$ cat src/rtl/mdm_pkg.sv
package mdm_pkg;
  typedef enum logic [1:0] {
    MODE_ASYNC = 2'd0,
    MODE_CSYNC = 2'd1,
    MODE_FLAG  = 2'd2,
    MODE_RSVD  = 2'd3
  } mdm_mode_e;

  localparam int unsigned LINE_CTS = 0;
  localparam int unsigned LINE_DCD = 1;
  localparam int unsigned NUM_LINES = 2;
endpackage

$ cat src/rtl/mdm_line.sv
module mdm_line #(
  parameter int unsigned SYNC_STAGES = 2
) (
  input  logic clk_i,
  input  logic rst_ni,
  input  logic pin_ni,
  input  logic clr_i,
  input  logic ack_i,
  output logic active_o,
  output logic pend_o
);
  localparam int unsigned LAST = SYNC_STAGES - 1;

  logic [SYNC_STAGES-1:0] sync_q;
  logic                   prev_q;
  logic                   pend_q;
  logic                   chg;

  always_ff @(posedge clk_i or negedge rst_ni) begin
    if (!rst_ni) sync_q <= '1;
    else         sync_q <= {sync_q[SYNC_STAGES-2:0], pin_ni};
  end

  always_ff @(posedge clk_i or negedge rst_ni) begin
    if (!rst_ni) prev_q <= 1'b1;
    else         prev_q <= sync_q[LAST];
  end

  assign chg = sync_q[LAST] ^ prev_q;

  // a new change beats the acknowledge so no event is lost
  always_ff @(posedge clk_i or negedge rst_ni) begin
    if (!rst_ni)    pend_q <= 1'b0;
    else if (clr_i) pend_q <= 1'b0;
    else if (chg)   pend_q <= 1'b1;
    else if (ack_i) pend_q <= 1'b0;
  end

  assign active_o = ~sync_q[LAST];
  assign pend_o   = pend_q;
endmodule

$ cat src/rtl/mdm_rts_ctl.sv
module mdm_rts_ctl
  import mdm_pkg::*;
(
  input  logic      clk_i,
  input  logic      rst_ni,
  input  logic      chan_rst_i,
  input  logic      rts_bit_i,
  input  mdm_mode_e mode_i,
  input  logic      auto_en_i,
  input  logic      auto_rts_rst_i,
  input  logic      tx_empty_i,
  input  logic      flag_done_i,
  output logic      rts_no
);
  logic hold_q;
  logic defer;
  logic release_ok;

  always_comb begin
    defer      = 1'b0;
    release_ok = 1'b1;
    unique case (mode_i)
      MODE_ASYNC: begin
        defer      = auto_en_i;
        release_ok = tx_empty_i;
      end
      MODE_FLAG: begin
        defer      = auto_rts_rst_i;
        release_ok = flag_done_i;
      end
      default: begin
        defer      = 1'b0;
        release_ok = 1'b1;
      end
    endcase
  end

  always_ff @(posedge clk_i or negedge rst_ni) begin
    if (!rst_ni)          hold_q <= 1'b0;
    else if (chan_rst_i)  hold_q <= 1'b0;
    else if (rts_bit_i)   hold_q <= 1'b1;
    else if (!defer)      hold_q <= 1'b0;
    else if (release_ok)  hold_q <= 1'b0;
  end

  assign rts_no = chan_rst_i | ~(rts_bit_i | (hold_q & defer));
endmodule

$ cat src/rtl/modem_ctl.sv
module modem_ctl
  import mdm_pkg::*;
#(
  parameter int unsigned SYNC_STAGES = 2
) (
  input  logic       clk_i,
  input  logic       rst_ni,
  input  logic       chan_rst_i,
  input  logic       rts_bit_i,
  input  logic       dtr_bit_i,
  input  logic       auto_en_i,
  input  logic [1:0] mode_i,
  input  logic       auto_rts_rst_i,
  input  logic       dtr_req_sel_i,
  input  logic       dma_req_i,
  input  logic       cts_ni,
  input  logic       dcd_ni,
  input  logic       tx_empty_i,
  input  logic       flag_done_i,
  input  logic       int_ack_i,
  output logic       rts_no,
  output logic       dtr_req_no,
  output logic       tx_en_o,
  output logic       rx_en_o,
  output logic       cts_o,
  output logic       dcd_o,
  output logic       cts_pend_o,
  output logic       dcd_pend_o,
  output logic       ext_irq_o
);
  logic [NUM_LINES-1:0] pins_n;
  logic [NUM_LINES-1:0] act;
  logic [NUM_LINES-1:0] pend;
  mdm_mode_e            mode;

  assign mode              = mdm_mode_e'(mode_i);
  assign pins_n[LINE_CTS]  = cts_ni;
  assign pins_n[LINE_DCD]  = dcd_ni;

  for (genvar g = 0; g < NUM_LINES; g++) begin : g_line
    mdm_line #(.SYNC_STAGES(SYNC_STAGES)) u_line (
      .clk_i    (clk_i),
      .rst_ni   (rst_ni),
      .pin_ni   (pins_n[g]),
      .clr_i    (chan_rst_i),
      .ack_i    (int_ack_i),
      .active_o (act[g]),
      .pend_o   (pend[g])
    );
  end

  mdm_rts_ctl u_rts (
    .clk_i          (clk_i),
    .rst_ni         (rst_ni),
    .chan_rst_i     (chan_rst_i),
    .rts_bit_i      (rts_bit_i),
    .mode_i         (mode),
    .auto_en_i      (auto_en_i),
    .auto_rts_rst_i (auto_rts_rst_i),
    .tx_empty_i     (tx_empty_i),
    .flag_done_i    (flag_done_i),
    .rts_no         (rts_no)
  );

  assign dtr_req_no = chan_rst_i | (dtr_req_sel_i ? ~dma_req_i : ~dtr_bit_i);
  assign cts_o      = act[LINE_CTS];
  assign dcd_o      = act[LINE_DCD];
  assign tx_en_o    = ~chan_rst_i & (~auto_en_i | act[LINE_CTS]);
  assign rx_en_o    = ~chan_rst_i & (~auto_en_i | act[LINE_DCD]);
  assign cts_pend_o = pend[LINE_CTS];
  assign dcd_pend_o = pend[LINE_DCD];
  assign ext_irq_o  = |pend;
endmodule

$ cat config.mk
export PLATFORM = sky130hd
export DESIGN_NAME = modem_ctl
export DESIGN_NICKNAME = d
export VERILOG_FILES = /design/src/rtl/mdm_pkg.sv /design/src/rtl/mdm_line.sv /design/src/rtl/mdm_rts_ctl.sv /design/src/rtl/modem_ctl.sv
export SDC_FILE = /design/constraint.sdc
export NUM_CORES = 1
export LEC_CHECK = 0
export BUFFER_PORTS_ARGS = -buffer_cell sky130_fd_sc_hd__buf_2
export CORE_AREA = 3 3 40 42
export DETAILED_ROUTE_END_ITERATION = 12
export DIE_AREA = 0 0 43 45
export PLACE_DENSITY = 0.57
export SKIP_LAST_GASP = 1
export SYNTH_ARGS = -nofsm -noshare
export SYNTH_HDL_FRONTEND = slang
export SYNTH_SLANG_ARGS = --single-unit
$ cat constraint.sdc
create_clock -name clk_i -period 1.9 [get_ports clk_i]
set_input_delay 0.38 -clock clk_i [delete_from_list [all_inputs] [get_ports clk_i]]
set_output_delay 0.38 -clock clk_i [all_outputs]
set_load 0.005 [all_outputs]
==> qor.txt, run 1 <==
Leak: 0.274 nW
H-tree Lvls: 1
Post-synthesis mux area share: 5.82%
Routability cong.: 0.593
Die ar.: 1940 µm²
Grt ovf: 0
Most common cell on crit path: buf_2
Site Rows: 13
Synth top area share: 43.2%
Number of CTS-inserted buffers: 3
Crit. path cell count: 5
Die Wd: 43 µm
Max Slew Vio Count: 0
Worst r2r dst: g_line[0].u_line.pend_o
Synth Net Count: 45
RR Startpoint: g_line[0].u_line.sync_q[1]
CP arrival: 1.10 ns
Final non-filler cell total: 73
Worst hold start: dcd_ni
Hold Crit Depth: 1
Setup TNS: 0 ns
Clock Path Buffers: 2
Hold Path End: g_line[1].u_line.sync_q[0]
Setup slack, reg-to-reg: 1.02 ns
WL/cell: 9.81 µm
Sequential Power Share: 51.3%
Pwr per Cell Area: 773 nW/µm²
Crit start category: input pin
Clk pin slew, worst setup/hold paths: 0.06 ns
GRT Overall Usage: 8.17%
Worst-Margin Slew: 0.192 ns
Routed vias: 315
CTS tree: yes
Initial antenna violation count: 0
Final worst path period share: 78.0%
Post-synthesis xor/xnor area fraction: 4.79%
Max-cap violations: 0
Simple-Gate Fraction of Synth Area: 11.3%
Cell taking the most area after synthesis: dfstp_2
CTS root buf: clkbuf_4
CP Capture Type: primary output
Internal power: 321 µW
Share of cells above drive strength 1: 63.8%
Final Hold Viols: 0
Worst-Skew Late Latency: 0.26 ns
IO buf count: 24
Dpl cells: 68
Max-slew headroom: 86.8%
Yosys reg bits: 9
Synth Area in Adders: 0%
Post-Syn Instances: 29
CP max stage cell: mux2i_1
DR DRC count: 0
Ports: 25
Synth-to-Final Area Change: 48.3%
Die Height: 45 µm
Synth Area in Compound Gates: 11.3%
Final critical-path required period: 1.48 ns
Clock power share: 34.4%
Most frequent cells in the layout: buf_2, dfstp_2, a21oi_1
First-pass GRT wire length: 1.17 mm
Final setup vio count: 0
Logic pwr share: 14.3%
Vias in the first global route: 306
RSZ-0062 raised after global routing: false
Status: finished clean
Core ar.: 1280 µm²
Top cells by area, synth: dfstp_2, dfrtp_1, a21oi_1
Dpl hpwl: 603 µm
Sequential element share of the synthesized area: 63.7%
Switching Share: 23.4%
Kind of critical path: input pin to primary output
Final Skew: 0.00591 ns
Bufs and invs on worst path: 2
Reg2Reg Depth: 2
Synth Area per Inst: 12.6 µm²
Worst Hold Class: input pin to flop
Sink Count: 9
Routed wire length: 716 µm
Nets: 75
Family with the most delay on the worst path: buffers and inverters
Main combinational cell family by area after synthesis: simple AND/OR/NAND/NOR gates
Mapped Area: 365 µm²
Library cells used by synthesis: 15
Peak supply drop: 0.587 mV
Total iterations of the first detailed-routing run: 1
Pin count of the biggest net entering global routing: 10
Routed vias/inst: 4.32
Required time worst endpoint: 1.52 ns
ANT cells: 0
Initial DRC Count: 0
Psw: 98.0 µW
Max Freq: 675 MHz
Most common cell after layout, fill and taps aside: buf_2
CP peak stage delay: 0.23 ns
Core Util, Final: 42.2%
Warnings, synthesis: 0
CP max FO: 3
Initial Utilization: 28.4%
Post-route ant nets: 0
Crit-path cells: buf_2, mux2i_1, nor3b_2, o21ai_0, buf_2
-- metrics by stage --
stage | power (mW) | hold slack, ns | worst slack [ns] | area (µm²)
3_5_place_dp | 0.277 | 0.240 | 0.405 | 504
5_1_grt | 0.449 | 0.193 | 0.366 | 542
3_3_place_gp | 0.276 | 0.235 | 0.484 | 504
6_report | 0.419 | 0.214 | 0.418 | 542
2_1_floorplan | 0.240 | 0.0844 | 0.710 | 365
4_1_cts | 0.431 | 0.201 | 0.404 | 542
-- worst register-to-register path: cells and delay by family, from the launching register on --
family / cells / cell delay (ns)
DFF: 1 / 0.56
AOI/OAI and AO/OA: 1 / 0.08
xor gates and xnor gates: 1 / 0.12
-- worst max-delay path by stage --
stage	to	slack, ns	from
6_report	rts_no	0.42	mode_i[1]
5_1_grt	rts_no	0.37	mode_i[1]
4_1_cts	rts_no	0.40	mode_i[1]
3_5_place_dp	rts_no	0.40	mode_i[1]
3_3_place_gp	rts_no	0.48	mode_i[1]
2_1_floorplan	rts_no	0.71	mode_i[1]
-- metal layers --
| metal | GRT usage, % | share of wire [%] |
|---|---|---|
| met5 | 0 | 0 |
| met2 | 13.5 | 48 |
| met3 | 6.37 | 8.2 |
| met1 | 8.98 | 43 |
| met4 | 0 | 0 |
-- sequential cells by signal, summed over array words and instances, names as in the netlist --
register,flops
u_rts.hold_q,1
g_line.u_line.sync_q,4
g_line.u_line.pend_o,2
g_line.u_line.prev_q,2
-- area by class of cell --
class	count	area [µm²]
clock inverter	1	5.00
timing repair buffer	25	130
multi-input combinational	17	121
clock buffer	3	22.5
sequential	9	233
inverter	3	11.3
tap	15	18.8
fill	127	743
-- synthesized netlist by cell type --
cell,instances
dfstp_2,6
a21oi_1,4
dfrtp_1,3
inv_1,3
nand2b_1,2
xnor2_1,2
a211oi_1,1
a22o_1,1
mux2_2,1
mux2i_1,1
nand2_1,1
nor2b_1,1
nor3b_2,1
o21ai_0,1
or2_2,1
-- kinds of logic after synthesis --
family                    Yosys count
muxes                               2
AOI/OAI and AO/OA                   7
buffers and inverters               3
xor gates and xnor gates            2
and+or+nand+nor                     6
DFF                                 9
-- power by group through the flow --
stage / combinational, mW / sequential, mW / clock, mW
5_1_grt: 0.0668 / 0.217 / 0.166
3_3_place_gp: 0.0584 / 0.218 / 0
2_1_floorplan: 0.0225 / 0.218 / 0
6_report: 0.0598 / 0.215 / 0.144
3_5_place_dp: 0.0591 / 0.218 / 0
4_1_cts: 0.0610 / 0.215 / 0.155
-- timing repair --
action / in CTS / in global routing
endpoints found under the setup margin: 0 / 0
endpoints found under the hold margin: 3 / 0
setup buffers: 0 / 0
gates resized for setup: 0 / 0
hold buffers: 1 / 0
Power figures use the tool's default switching activity.
==> run 2, diff against run 1 <==
clock period = 1.4 ns   (was 1.9 ns; I/O delays follow)
==> run 2 against run 1 <==
  * Utilization unchanged
  * Die area unchanged
  * Via count unchanged
  * First-iteration DRC count unchanged
  * Non-clock buffer count unchanged
  * Sequential share of layout area unchanged
  * Largest power group unchanged
  * Flip-flop and latch count unchanged
  * Setup slack worse by 0.34 ns
  * Total power up 36%
==> qor.txt, run 2 (same netlist as run 1, synthesis figures left out) <==
Clock Path Buffers: 2
Pin count of the biggest net entering global routing: 10
Largest Register: g_line.u_line.sync_q
CP arrival: 1.04 ns
Hold Path End: g_line[1].u_line.sync_q[0]
Sink Count: 9
Final Hold Viols: 0
Max-slew headroom: 86.8%
Most frequent cells in the layout: buf_2, dfstp_2, a21oi_1
Share of cells above drive strength 1: 63.8%
Final worst path period share: 94.5%
CP Capture Type: primary output
Grt ovf: 0
Core ar.: 1280 µm²
Setup slack, reg-to-reg: 0.52 ns
CP peak stage delay: 0.38 ns
Max reg flops: 4
Max Freq: 756 MHz
Initial Utilization: 28.4%
Status: finished clean
Dpl hpwl: 603 µm
Ports: 25
Hold Crit Depth: 1
First-pass GRT wire length: 1.17 mm
Worst setup margin: 0.0765 ns
Max-cap violations: 0
Post-route ant nets: 0
Routability cong.: 0.593
Die Wd: 43 µm
Crit start category: flop
Final critical-path required period: 1.32 ns
ANT cells: 0
Kind of critical path: flop to primary output
Routed wire length: 715 µm
Worst-Margin Slew: 0.192 ns
Reg2Reg Depth: 2
Total iterations of the first detailed-routing run: 1
RR Startpoint: g_line[0].u_line.sync_q[1]
CTS root buf: clkbuf_4
Worst-Skew Late Latency: 0.26 ns
Worst r2r dst: g_line[0].u_line.pend_o
Worst hold start: dcd_ni
Initial DRC Count: 0
Pwr per Cell Area: 1050 nW/µm²
Die ar.: 1940 µm²
Leak: 0.274 nW
Initial antenna violation count: 0
Most common cell after layout, fill and taps aside: buf_2
RSZ-0062 raised after global routing: false
Crit-path cells: or2_2, buf_2
DR DRC count: 0
Clk pin slew, worst setup/hold paths: 0.06 ns
Number of CTS-inserted buffers: 3
WL/cell: 9.79 µm
Final Skew: 0.00591 ns
Routed vias/inst: 4.32
Final setup vio count: 0
IO buf count: 24
CP max stage cell: dfrtp_1
Site Rows: 13
Worst Hold Class: input pin to flop
Final hold slack: 0.114 ns
Nets: 75
Routed vias: 315
GRT Overall Usage: 8.17%
Vias in the first global route: 306
Synth-to-Final Area Change: 48.3%
Max Slew Vio Count: 0
CTS tree: yes
Postcts setup bufs: 0
CP max FO: 3
H-tree Lvls: 1
Required time worst endpoint: 1.12 ns
Peak supply drop: 0.796 mV
Pre-CTS setup slack: 0.105 ns
Setup TNS: 0 ns
Die Height: 45 µm
## run 2: cell count changes in the layout (fill, tap and decap cells not counted)
cell	before	now
o21ai_0	1	0
o21ai_1	0	1
## run 2: critical path: cells and delay by family, from the launching register on
family	cells	cell delay (ns)
simple gates	1	0.28
buf+inv	1	0.12
flops	1	0.38
## run 2: worst max path at each step
stage / from / end / slack (ns) / cells after the start
after CTS: u_rts.hold_q / rts_no / 0.02 / 3
after global routing: g_line[1].u_line.pend_o / ext_irq_o / 0.04 / 2
after global placement: mode_i[1] / rts_no / 0.18 / 5
final: g_line[1].u_line.pend_o / ext_irq_o / 0.08 / 2
after floorplan: mode_i[1] / rts_no / 0.41 / 3
after detailed placement: mode_i[1] / rts_no / 0.10 / 5
## run 2: layout make-up
| type | count | area (µm²) |
|---|---|---|
| clock buffers | 3 | 22.5 |
| clock inverters | 1 | 5.00 |
| fillers | 127 | 743 |
| inverters | 3 | 11.3 |
| multi-input cells | 17 | 121 |
| flip-flops and latches | 9 | 233 |
| well taps | 15 | 18.8 |
| repair buffers | 25 | 130 |
## run 2: per-stage QoR
step | utilization [%] | cell area [µm²] | power [mW] | std cells
2_1_floorplan | - | 365 | 0.326 | 29
3_3_place_gp | 39.2 | 504 | 0.375 | 68
3_5_place_dp | 39.2 | 504 | 0.376 | 68
4_1_cts | 42.2 | 542 | 0.585 | 73
5_1_grt | 42.2 | 542 | 0.610 | 73
6_report | 42.2 | 542 | 0.569 | 73
## run 2: timing repair
item                                    4_1_cts  5_1_grt
gates resized for setup                       0        1
endpoints found under the hold margin         3        0
hold buffers                                  1        0
endpoints found under the setup margin        0        1
## run 2: where the power goes
part | internal (mW) | switching, mW
clock | 0.105 | 0.0905
sequential | 0.283 | 0.00867
combinational | 0.0475 | 0.0340
## run 2: layer usage
layer	wire [µm]	GRT usage (%)	up-vias	share of wire (%)
li1	-	-	153	-
met3	59	6.37	0	8.3
met2	345	13.5	13	48
met5	0	0	-	0
met1	311	8.98	149	43
met4	0	0	0	0
